$ cat src/rtl/wiq_pkg.sv
package wiq_pkg;
  parameter int IQ_DEPTH   = 8;
  parameter int WAKE_PORTS = 2;

  typedef struct packed {
    logic [IQ_DEPTH-1:0] allocOH;  // slot written by this cycle's dispatch
    logic [IQ_DEPTH-1:0] issueOH;  // slot selected for issue this cycle
  } iqStrobes_t;
endpackage

$ cat src/rtl/wiq_datapath.sv
module wiq_datapath
  import wiq_pkg::*;
#(
  parameter int TAG_W = 6,
  parameter int OP_W  = 4,
  parameter int AGE_W = 5
) (
  input  logic                       clk,
  input  logic                       rst,
  input  iqStrobes_t                 strobes,
  input  logic [OP_W-1:0]            dispOp,
  input  logic [TAG_W-1:0]           dispDst,
  input  logic [TAG_W-1:0]           dispSrcA,
  input  logic                       dispRdyA,
  input  logic [TAG_W-1:0]           dispSrcB,
  input  logic                       dispRdyB,
  input  logic [AGE_W-1:0]           dispAge,
  input  logic [WAKE_PORTS-1:0]      wakeValid,
  input  logic [WAKE_PORTS*TAG_W-1:0] wakeTags,
  input  logic [AGE_W-1:0]           flushAge,
  output logic [IQ_DEPTH-1:0]        entryRdy,
  output logic [IQ_DEPTH-1:0]        entryYounger,
  output logic                       dispYounger,
  output logic [OP_W-1:0]            issueOp,
  output logic [TAG_W-1:0]           issueDst
);

  // Any valid broadcast port carrying this tag
  function automatic logic tagHit(input logic [TAG_W-1:0] tag);
    logic hit;
    hit = 1'b0;
    for (int p = 0; p < WAKE_PORTS; p++) begin
      if (wakeValid[p] && (wakeTags[p*TAG_W +: TAG_W] == tag)) hit = 1'b1;
    end
    return hit;
  endfunction

  // Wrap-aware "strictly younger than the flush boundary"
  function automatic logic isYounger(input logic [AGE_W-1:0] age);
    logic [AGE_W-1:0] delta;
    delta = age - flushAge;
    return (delta != '0) && !delta[AGE_W-1];
  endfunction

  logic [IQ_DEPTH-1:0][OP_W-1:0]  opMasked;
  logic [IQ_DEPTH-1:0][TAG_W-1:0] dstMasked;

  assign dispYounger = isYounger(dispAge);

  for (genvar e = 0; e < IQ_DEPTH; e++) begin : g_slot
    logic [OP_W-1:0]  opQ;
    logic [TAG_W-1:0] dstQ;
    logic [TAG_W-1:0] srcAQ;
    logic [TAG_W-1:0] srcBQ;
    logic             rdyAQ;
    logic             rdyBQ;
    logic [AGE_W-1:0] ageQ;

    always_ff @(posedge clk) begin
      if (rst) begin
        opQ   <= '0;
        dstQ  <= '0;
        srcAQ <= '0;
        srcBQ <= '0;
        rdyAQ <= 1'b0;
        rdyBQ <= 1'b0;
        ageQ  <= '0;
      end else if (strobes.allocOH[e]) begin
        opQ   <= dispOp;
        dstQ  <= dispDst;
        srcAQ <= dispSrcA;
        srcBQ <= dispSrcB;
        rdyAQ <= dispRdyA | tagHit(dispSrcA);
        rdyBQ <= dispRdyB | tagHit(dispSrcB);
        ageQ  <= dispAge;
      end else begin
        rdyAQ <= rdyAQ | tagHit(srcAQ);
        rdyBQ <= rdyBQ | tagHit(srcBQ);
      end
    end

    assign entryRdy[e]     = rdyAQ & rdyBQ;
    assign entryYounger[e] = isYounger(ageQ);
    assign opMasked[e]     = strobes.issueOH[e] ? opQ  : '0;
    assign dstMasked[e]    = strobes.issueOH[e] ? dstQ : '0;
  end

  // AND-OR read mux driven by the one-hot grant
  always_comb begin
    issueOp  = '0;
    issueDst = '0;
    for (int e = 0; e < IQ_DEPTH; e++) begin
      issueOp  = issueOp  | opMasked[e];
      issueDst = issueDst | dstMasked[e];
    end
  end

endmodule

$ cat src/rtl/wiq_control.sv
module wiq_control
  import wiq_pkg::*;
(
  input  logic                clk,
  input  logic                rst,
  input  logic                dispValid,
  input  logic                flushValid,
  input  logic [IQ_DEPTH-1:0] entryRdy,
  input  logic [IQ_DEPTH-1:0] entryYounger,
  input  logic                dispYounger,
  output iqStrobes_t          strobes,
  output logic                full,
  output logic                issueValid,
  output logic [IQ_DEPTH-1:0] validVec
);

  logic [IQ_DEPTH-1:0]               validQ;
  logic [IQ_DEPTH-1:0][IQ_DEPTH-1:0] olderQ;   // olderQ[i][j]: slot i older than slot j
  logic [IQ_DEPTH-1:0]               killVec;
  logic [IQ_DEPTH-1:0]               candVec;
  logic [IQ_DEPTH-1:0]               grantVec;
  logic [IQ_DEPTH-1:0]               allocVec;
  logic                              acceptDisp;

  assign full       = &validQ;
  assign validVec   = validQ;
  assign killVec    = flushValid ? (validQ & entryYounger) : '0;
  assign candVec    = validQ & ~killVec & entryRdy;
  assign acceptDisp = dispValid && !full && !(flushValid && dispYounger);

  // Oldest-ready select: a candidate wins if no older candidate exists
  always_comb begin
    for (int i = 0; i < IQ_DEPTH; i++) begin
      logic blocked;
      blocked = 1'b0;
      for (int j = 0; j < IQ_DEPTH; j++) begin
        if (candVec[j] && olderQ[j][i]) blocked = 1'b1;
      end
      grantVec[i] = candVec[i] && !blocked;
    end
  end

  // Lowest free slot receives the dispatch
  always_comb begin
    logic found;
    found    = 1'b0;
    allocVec = '0;
    for (int i = 0; i < IQ_DEPTH; i++) begin
      if (acceptDisp && !validQ[i] && !found) begin
        allocVec[i] = 1'b1;
        found       = 1'b1;
      end
    end
  end

  assign issueValid      = |grantVec;
  assign strobes.allocOH = allocVec;
  assign strobes.issueOH = grantVec;

  always_ff @(posedge clk) begin
    if (rst) begin
      validQ <= '0;
      olderQ <= '0;
    end else begin
      validQ <= (validQ & ~killVec & ~grantVec) | allocVec;
      for (int i = 0; i < IQ_DEPTH; i++) begin
        for (int j = 0; j < IQ_DEPTH; j++) begin
          if (allocVec[i])      olderQ[i][j] <= 1'b0;
          else if (allocVec[j]) olderQ[i][j] <= 1'b1;
        end
      end
    end
  end

endmodule

$ cat src/rtl/wakeup_issue_queue.sv
module wakeup_issue_queue
  import wiq_pkg::*;
#(
  parameter int TAG_W = 6,
  parameter int OP_W  = 4,
  parameter int AGE_W = 5
) (
  input  logic                        clk,
  input  logic                        rst,
  input  logic                        dispValid,
  input  logic [OP_W-1:0]             dispOp,
  input  logic [TAG_W-1:0]            dispDst,
  input  logic [TAG_W-1:0]            dispSrcA,
  input  logic                        dispRdyA,
  input  logic [TAG_W-1:0]            dispSrcB,
  input  logic                        dispRdyB,
  input  logic [AGE_W-1:0]            dispAge,
  input  logic [WAKE_PORTS-1:0]       wakeValid,
  input  logic [WAKE_PORTS*TAG_W-1:0] wakeTags,
  input  logic                        flushValid,
  input  logic [AGE_W-1:0]            flushAge,
  output logic                        full,
  output logic                        issueValid,
  output logic [OP_W-1:0]             issueOp,
  output logic [TAG_W-1:0]            issueDst
);

  iqStrobes_t          strobes;
  logic [IQ_DEPTH-1:0] entryRdy;
  logic [IQ_DEPTH-1:0] entryYounger;
  logic                dispYounger;
  logic [IQ_DEPTH-1:0] validVec;
  logic [IQ_DEPTH-1:0] issueVec;

  assign issueVec = strobes.issueOH;

  wiq_control u_control (
    .clk          (clk),
    .rst          (rst),
    .dispValid    (dispValid),
    .flushValid   (flushValid),
    .entryRdy     (entryRdy),
    .entryYounger (entryYounger),
    .dispYounger  (dispYounger),
    .strobes      (strobes),
    .full         (full),
    .issueValid   (issueValid),
    .validVec     (validVec)
  );

  wiq_datapath #(
    .TAG_W (TAG_W),
    .OP_W  (OP_W),
    .AGE_W (AGE_W)
  ) u_datapath (
    .clk          (clk),
    .rst          (rst),
    .strobes      (strobes),
    .dispOp       (dispOp),
    .dispDst      (dispDst),
    .dispSrcA     (dispSrcA),
    .dispRdyA     (dispRdyA),
    .dispSrcB     (dispSrcB),
    .dispRdyB     (dispRdyB),
    .dispAge      (dispAge),
    .wakeValid    (wakeValid),
    .wakeTags     (wakeTags),
    .flushAge     (flushAge),
    .entryRdy     (entryRdy),
    .entryYounger (entryYounger),
    .dispYounger  (dispYounger),
    .issueOp      (issueOp),
    .issueDst     (issueDst)
  );

endmodule

$ cat config.mk
export PLATFORM = sky130hd
export DESIGN_NAME = wakeup_issue_queue
export DESIGN_NICKNAME = d
export VERILOG_FILES = /design/src/rtl/wiq_pkg.sv /design/src/rtl/wiq_datapath.sv /design/src/rtl/wiq_control.sv /design/src/rtl/wakeup_issue_queue.sv
export SDC_FILE = /design/constraint.sdc
export NUM_CORES = 1
export LEC_CHECK = 0
export ABC_AREA = 1
export BUFFER_PORTS_ARGS = -buffer_cell sky130_fd_sc_hd__buf_2
export CAP_MARGIN = 20
export CORE_MARGIN = 2
export CORE_UTILIZATION = 50
export DETAILED_ROUTE_END_ITERATION = 6
export GPL_TIMING_DRIVEN = 0
export HOLD_SLACK_MARGIN = 0.08
export PLACE_DENSITY = 0.74
export SLEW_MARGIN = 5
export SYNTH_ARGS = -nofsm -noshare
export SYNTH_HDL_FRONTEND = slang
export SYNTH_SLANG_ARGS = --single-unit
export TNS_END_PERCENT = 5
$ cat constraint.sdc
create_clock -name clk -period 3.96 [get_ports clk]
set_input_delay 0.792 -clock clk [delete_from_list [all_inputs] [get_ports clk]]
set_output_delay 0.792 -clock clk [all_outputs]
set_load 0.005 [all_outputs]
==> summary.md, run 1 <==
The run finished, with violations left. The final reports fail on negative setup slack. Pin count of the biggest net entering global routing: 13. The run gives 1.01 as the weighted congestion at the end of routability-driven global placement.

TritonCTS built the clock tree. Broken down by cell family, the worst path's largest delay share belongs to simple AND/OR/NAND/NOR gates. The horizontal die dimension is 184 um. Dividing the synthesized area by the synthesized cell count gives 6.62 um^2. For the worst-skew pair later-pin latency, the log shows 0.54 ns.

The worst setup path category is input pin to output port. The repair_antennas step left the layout with diodes totalling 0. Setup violations remaining at the end of the flow were counted as 11. Buffers inserted during clock tree synthesis total 34. Dividing the detail-routed via count by the number of cells gives 6.23.

By instance count, the cell type seen most on the critical path is nand2_1. The fraction of final layout cells with drive strength greater than 1 was 0.124. The delay of the slowest critical-path stage was 0.31 ns; the transition time at the pin with the least slew margin was 1.26 ns.

Setup total negative slack on the finished layout was measured at -0.822 ns. The worst path in the final design needs a cycle of 4.05 ns, including I/O delays and setup. The floorplan step defined a die boundary enclosing 33700 um^2.

The tools report the proportion of synthesized chip area in sequential cells as 0.368. The total half-perimeter wirelength after legalization and detailed placement was 47.5 mm. By count the netlist is led by nand2_1, nor2_1, dfxtp_1, inv_1, o21ai_0. The logs give 3 for the maximum buffer depth of the clock tree and 0 for the final routed DRC violation total. The run gives 0 as the number of max-cap violations. The number of search-and-repair iterations in the first detailed-routing pass is 6. After synthesis the netlist holds a flip-flop and latch count of 296. For this run, the top clock speed supported by timing is 0.247 GHz. The initialized floorplan defines 65 standard-cell rows. The final worst setup slack was -0.0928 ns. Synthesis produced a netlist with a net count of 2522.

The dominant cell by count in the synthesized netlist is nand2_1. The tools report the total leakage power as 8.49 nW. The share of flip-flops with an asynchronous set or reset works out to 0. The share of Yosys cell area claimed by the top area cell type was 0.368.

The final layout net count was 2637; the initial standard-cell utilization of the core was 0.510. In this run, synthesis inferred 0 flip-flops with an integrated enable. Walking the worst path, the cells encountered are buf_2 > clkinvlp_4 > buf_12 > ha_4 > nand2_1 > nand2_1 > nand2_1 > nand2_1 > or2_4 > nand3_2 > nand2_1 > nor2_1 > nand2_1 > nor2_4 > buf_6 > nand3_1 > nand2_1 > nor2_2 > nand2_1 > buf_2.

Worst relative slew slack: 0.161. The tools report the critical path launch point type as an input pin. Overall power after layout: 8.37 mW. The layout overhead on the synthesized area is 18.4%. The number of slew-limit violations in the final report came out at 0. For the data arrival at the endpoint of the critical path, the log shows 3.26 ns. In this run the count of I/O pins placed on the die edge is 64. The number of buffers and inverters on the critical path is 5. By area the synthesized netlist is led by dfxtp_1, nand2_1, nor2_1. The largest area contributor in the synthesized netlist is dfxtp_1. Overall routing resource usage: 0.411.

After technology mapping, the gate count stands at 2434. The slowest stage cell on the critical path was or2_4. The cell count of the worst reg-to-reg path was 11; the final setup skew was 0.0245 ns. The die is 184 um tall.

In this run the worst path has a maximum fanout of 10. After the first detailed-routing iteration, the DRC count stood at 2893. The number of antenna violations at the first check in global routing was 3; the number of cells on the worst hold path was 2.

The logs give 2 for the deepest level of the CTS H-tree and 18500 for the total vias in the final route. For the mapped cell area, the log shows 16100 um^2. The power density of the placed cells works out to 438 nW/um^2. STA classifies the critical path endpoint as an output port.

The number of clock sinks is 296. The routed design has 72.0 mm of wire. The number of buffers added to fix hold violations after cts was 0. In the final routed layout, each cell accounts on average for 24.2 um. For the worst IR drop on VDD, the log shows 0.415 mV. The clock edge transition at the registers on the reported setup and hold paths is 0.06 ns.

The placeable core region is 31600 um^2, and the required time of the critical path is 3.17 ns. The portion of the clock cycle consumed by the worst path in the final layout was 1.02. The most frequently used flop master after synthesis was dfxtp_1. In this run the number of cells on the critical path is 20. The run gives 17100 as the via count of the first global-routing pass.

The root buffer cell is clkbuf_16. The netlist uses 50 different library cells. The first global-routing pass estimated 103 mm of wire. The number of I/O port buffers is 49, and the hold violation count in the final report is 0. In this run the remaining antenna-violating nets after routing total 0. The total overflow left after global routing is 0. Setup repair after global routing could not meet its margin everywhere. The Yosys step of the flow raised 0 warnings.

The worst hold path belongs to the class flop to flop.
## registers in the layout (all words and copies together), names as in the netlist
signal	count
u_datapath.g_slot.ageQ	40
u_control.validVec	8
u_datapath.g_slot.srcBQ	48
u_datapath.g_slot.dstQ	48
u_datapath.g_slot.opQ	32
u_datapath.g_slot.rdyBQ	8
u_datapath.g_slot.srcAQ	48
u_datapath.g_slot.rdyAQ	8
u_control.olderQ	56
## path summary, 6_finish.rpt
check | startpoint | to | slack (ns)
setup / recovery | flushAge[1] | issueOp[2] | -0.09
hold / removal | u_control.olderQ[61] | u_control.olderQ[61] | 0.45
setup reg to reg | u_control.validVec[2] | u_datapath.g_slot[2].srcBQ[2] | 1.03
hold reg to reg | u_control.olderQ[61] | u_control.olderQ[61] | 0.45
## area by class of cell
cell class,instances,area [um^2]
fillers,2924,12600
multi-input cells,1741,9220
flip-flops and latches,296,5930
clock buffers,51,1020
inverters,248,943
plain buffers,154,808
repair buffers,74,553
well taps,402,503
clock inverters,8,115
## tightest hold or removal path: cells and delay by family (launching register included)
family	cells	cell delay (ns)
AO/OA/AOI/OAI	1	0.05
buffers and inverters	1	0.05
flip-flops	1	0.31
## what timing repair did
action                     in CTS  in global routing
gates resized for setup        95                 92
hold endpoints to repair        0                  0
pin swaps                      13                 25
cloned                         10                  6
setup endpoints to repair      11                 11
setup buffers                   8                  6
## power by group
| part | leakage [nW] | total [mW] | switching [mW] | internal, mW |
|---|---|---|---|---|
| clock network | 0.552 | 3.26 | 1.35 | 1.91 |
| logic | 5.52 | 1.71 | 1.16 | 0.547 |
| registers | 2.42 | 3.40 | 0.178 | 3.22 |
| total | 8.49 | 8.37 | 2.69 | 5.67 |
## cell families after synthesis
group,after synthesis,share of synthesized area
buffers and inverters,402,0.102
AO/OA/AOI/OAI,475,0.175
flip-flops,296,0.368
AND/OR/NAND/NOR,1178,0.301
adder cells (fa/ha/maj),36,0.0279
XOR/XNOR,47,0.0260
## per-stage QoR
step	cells	hold slack (ns)	util	worst slack, ns	cell area, um^2
2_1_floorplan	2434	0.426	-	0.541	16100
3_3_place_gp	2885	0.433	0.533	-0.462	16900
3_5_place_dp	2885	0.438	0.533	-0.559	16900
4_1_cts	2962	0.447	0.587	-0.0279	18600
5_1_grt	2974	0.461	0.603	-0.234	19100
6_report	2974	0.447	0.603	-0.0928	19100
## cell usage in the layout, fill, tap and decap left out, types with 18 or more instances in the layout
master,instances
inv_1,236
a221oi_1,24
buf_4,25
nor2_4,18
ha_4,19
nor2_1,438
clkbuf_1,96
a21oi_1,126
nor2_2,19
xnor2_1,23
buf_6,20
dfxtp_1,296
nand2_2,24
o21ai_0,165
o22ai_1,71
buf_2,79
xor2_1,22
nand3_1,114
nand2_1,459
nand4_1,64
clkbuf_16,36
## per-layer routing
layer | GRT usage | vias up | wire (um)
met5 | 0 | - | 0
met4 | 0.225 | 0 | 4670
met3 | 0.121 | 328 | 10300
met2 | 0.622 | 1401 | 29900
met1 | 0.524 | 8564 | 27100
li1 | - | 8244 | -
(Power assumes the default switching activity.)
==> run 2, diff against run 1 <==
--- a/config.mk
+++ b/config.mk
@@ -13,7 +13,7 @@
 export DETAILED_ROUTE_END_ITERATION = 6
 export GPL_TIMING_DRIVEN = 0
 export HOLD_SLACK_MARGIN = 0.08
-export PLACE_DENSITY = 0.74
+export PLACE_DENSITY = 0.76
 export SLEW_MARGIN = 5
 export SYNTH_ARGS = -nofsm -noshare
 export SYNTH_HDL_FRONTEND = slang
==> constraint.sdc (replaced) <==
create_clock -name clk -period 3.65 [get_ports clk]
set_input_delay 0.73 -clock clk [delete_from_list [all_inputs] [get_ports clk]]
set_output_delay 0.73 -clock clk [all_outputs]
set_load 0.01 [all_outputs]
==> run 2 against run 1 <==
Against the previous run: the run still ends with negative setup slack left; global-route usage down 0.19 points; sequential power up 8.5%; worst hold slack worse by 0.058 ns; clock skew down 0.015 ns; via count up 0.12%; total power up 7.0%; critical endpoint is now issueDst[5].
==> summary.md, run 2 (synthesized netlist as in run 1, its figures left out) <==
The run finished, with violations left. Violations in the final reports: negative setup slack (unchanged). The maximum buffer depth of the clock tree is 3 (unchanged), and the top achievable clock speed is 0.255 GHz.

The horizontal die dimension is 184 um (unchanged). The final worst setup slack is -0.277 ns (was -0.0928 ns). The tools report the kind of capture point of the worst setup path as an output port (unchanged). The power density of the placed cells was 471 nW/um^2 (was 438 nW/um^2); the clock edge transition at the registers on the reported setup and hold paths was 0.06 ns (about the same).

The number of I/O port buffers is 49 (unchanged). The layout filler cell count came out at 2903 (was 2924). The number of clock sinks was 296 (unchanged). The weighted congestion at the end of routability-driven global placement is 0.999 (was 1.01), and the number of slew-limit violations in the final report is 0 (unchanged). Cell total after placement: 2885 (unchanged). The number of antenna violations at the first check in global routing is 3 (unchanged), and the number of antenna-violating nets in the routed design is 0 (unchanged). The logs give 64 (unchanged) for the total I/O pin count and 11 (unchanged) for the total of endpoints with negative setup slack in the final report. The delay of the slowest critical-path stage works out to 0.28 ns (was 0.31 ns). Capture instance of the worst register-to-register path: u_datapath.g_slot[3].rdyBQ (was u_datapath.g_slot[2].srcBQ[2]). Setup slack on the worst flop-to-flop path: 0.86 ns (was 1.03 ns).

The final worst hold slack was 0.389 ns (was 0.447 ns). The destination of the worst hold path is u_datapath.g_slot[1].rdyAQ (was u_control.olderQ[61]). Slowest stage cell on the critical path: ha_4 (was or2_4).

The number of search-and-repair iterations in the first detailed-routing pass is 6 (unchanged). The final routed DRC violation total is 0 (unchanged). The hold violation count in the final report was 0 (unchanged); the post-detailed-placement cell area was 16900 um^2 (unchanged). The run gives 2.92 ns (was 3.17 ns) as the required time of the critical path.

The total die area is 33700 um^2 (unchanged). The most used cell along the critical path is nand2_1 (unchanged). The portion of the clock cycle consumed by the worst path in the final layout was 1.08; the first-pass GRT wire length was 104 mm (was 103 mm). Via count of the first global-routing pass: 17600 (was 17100).

The final standard cell utilization of the core came out at 0.600 (was 0.603). The detailed-route vias per instance was 6.25 (was 6.23). Cell Chain, Critical Path: buf_2 > clkinvlp_4 > buf_12 > ha_4 > nand2_2 > nand2_1 > nand2_1 > a21oi_2 > nand3_2 > nand2_4 > nand2_1 > nor2_1 > nand2_1 > nor2_4 > buf_6 > nand3_1 > nand2_1 > nor2_1 > nand2_1 > buf_2 (was buf_2 > clkinvlp_4 > buf_12 > ha_4 > nand2_1 > nand2_1 > nand2_1 > nand2_1 > or2_4 > nand3_2 > nand2_1 > nor2_1 > nand2_1 > nor2_4 > buf_6 > nand3_1 > nand2_1 > nor2_2 > nand2_1 > buf_2). Leading cell types in the layout, fill and taps excluded: nand2_1, nor2_1, dfxtp_1, inv_1, o21ai_0 (unchanged).

The data arrival at the endpoint of the critical path was 3.20 ns (was 3.26 ns). The worst setup path category is input pin to output port (unchanged). Most common cell after layout, fill and taps aside: nand2_1 (unchanged).

The tools report the final setup skew as 0.00944 ns (was 0.0245 ns). TritonCTS built the clock tree. The run gives 2861 (was 2893) as the initial detailed-routing violation count.

The worst path in the final design needs a cycle of 3.93 ns, including I/O delays and setup. The number of buffers created by CTS was 31 (was 34). The initial standard-cell utilization of the core is 0.510 (unchanged). Startpoint of the tightest hold check path: rst (was u_control.olderQ[61]). Deepest level of the CTS H-tree: 1 (was 2).

The origin of the critical flop-to-flop path was u_control.validVec[2] (unchanged). Setup repair after global routing could not meet its margin everywhere. Die height: 184 um (unchanged). The register ranked first by flip-flop count was u_control.olderQ (unchanged). Flip-flop count of the largest register after layout: 56 (unchanged). The cell count of the worst reg-to-reg path works out to 12 (was 11). Root buffer cell: clkbuf_16 (unchanged).

The total half-perimeter wirelength after legalization and detailed placement was 47.1 mm (was 47.5 mm). The global routing met2 resource utilization is 0.625 (was 0.622), and the number of cells on the worst hold path is 2 (unchanged). The layout overhead on the synthesized area was 17.7% (was 18.4%).

The fraction of final layout cells with drive strength greater than 1 is 0.122 (was 0.124). The pin count of the biggest net entering global routing came out at 17 (was 13). The worst-path maximum fanout was 9 (was 10). For the total vias in the final route, the log shows 18600 (was 18500). For the overall power after layout, the log shows 8.95 mW (was 8.37 mW).

The placeable core region was 31600 um^2 (unchanged); the total wire length after detailed routing was 70.1 mm (was 72.0 mm). The residual overflow from global routing is 0 (unchanged). Overall routing resource usage: 0.409 (was 0.411). The total leakage power was 8.43 nW (was 8.49 nW); the met3 routing resource usage after global routing was 0.107 (was 0.121). The classification of the worst-slack hold path was input pin to flop (was flop to flop). Average routed wire per standard cell: 23.6 um (was 24.2 um). The layer with the highest usage after global routing was met2 (unchanged).

Final layout net count: 2629 (was 2637). Number of max-cap violations: 0 (unchanged). The final cell count without fillers is 2968 (was 2974), and the transition time at the pin with the least slew margin is 1.11 ns (was 1.26 ns).

The number of cell rows is 65 (unchanged). The tools report the worst relative slew slack as 0.263 (was 0.161). Worst-skew pair later-pin latency: 0.60 ns (was 0.54 ns).

Critical path launch point type: an input pin (unchanged). The worst IR drop on VDD was 0.358 mV (was 0.415 mV); the met1 track demand over resource was 0.523 (was 0.524). For the final instance area, the log shows 19000 um^2 (was 19100 um^2).
-- run 2: cell count changes in the layout (fill, tap and decap cells not counted), moves of 3 or more --
cell,change
nor2_1,+9
clkbuf_1,-4
nand2_1,-6
nor2_4,-3
nand2_2,+8
nor2_2,-6
ha_4,+4
clkbuf_16,-5
ha_1,-4
-- run 2: critical path: cells and delay by family --
family / cells / cell delay, ns
adders and majority gates: 1 / 0.28
AOI/OAI and AO/OA: 1 / 0.14
buffers and inverters: 5 / 0.65
and+or+nand+nor: 13 / 1.38
-- run 2: layout make-up --
class / instances / area, um^2 / area share
Inverter: 248 / 943 / 0.0497
Timing Repair Buffer: 68 / 477 / 0.0251
Tap cell: 402 / 503 / 0.0265
Antenna cell: 1 / 2.50 / 0.000132
Buffer: 154 / 805 / 0.0424
Multi-Input combinational cell: 1742 / 9240 / 0.487
Clock buffer: 45 / 928 / 0.0489
Sequential cell: 296 / 5930 / 0.312
Clock inverter: 12 / 159 / 0.00837
-- run 2: what timing repair did --
item / CTS / global route
hold buffers: 0 / 0
gates cloned: 13 / 1
endpoints found under the setup margin: 11 / 11
resized for setup: 145 / 26
pin swaps: 28 / 10
buffers inserted: 8 / 3
-- run 2: metrics by stage --
step	setup TNS (ns)	worst slack, ns
after floorplan	0	0.324
after global placement	-6.88	-0.663
after detailed placement	-8.28	-0.715
after CTS	-1.33	-0.139
after global routing	-4.33	-0.423
final	-2.77	-0.277
-- run 2: metal layers --
layer  share of wire  vias to the layer above
li1                -                     8234
met1            0.38                     8552
met2            0.42                     1428
met3            0.14                      343
met4           0.063                        2
met5         0.00019                        -
-- run 2: worst max-delay path by stage --
| stage | from | slack [ns] | endpoint |
|---|---|---|---|
| after floorplan | flushAge[1] | 0.32 | issueDst[0] |
| after global placement | flushAge[1] | -0.66 | issueOp[1] |
| after detailed placement | flushAge[1] | -0.72 | issueOp[1] |
| after CTS | flushAge[1] | -0.14 | issueDst[0] |
| after global routing | flushAge[1] | -0.42 | issueDst[5] |
| final | flushAge[1] | -0.28 | issueDst[5] |
-- run 2: report_power, final --
part / internal, mW / total [mW] / switching (mW)
combinational: 0.593 / 1.86 / 1.27
sequential: 3.49 / 3.69 / 0.198
clock: 1.98 / 3.40 / 1.43
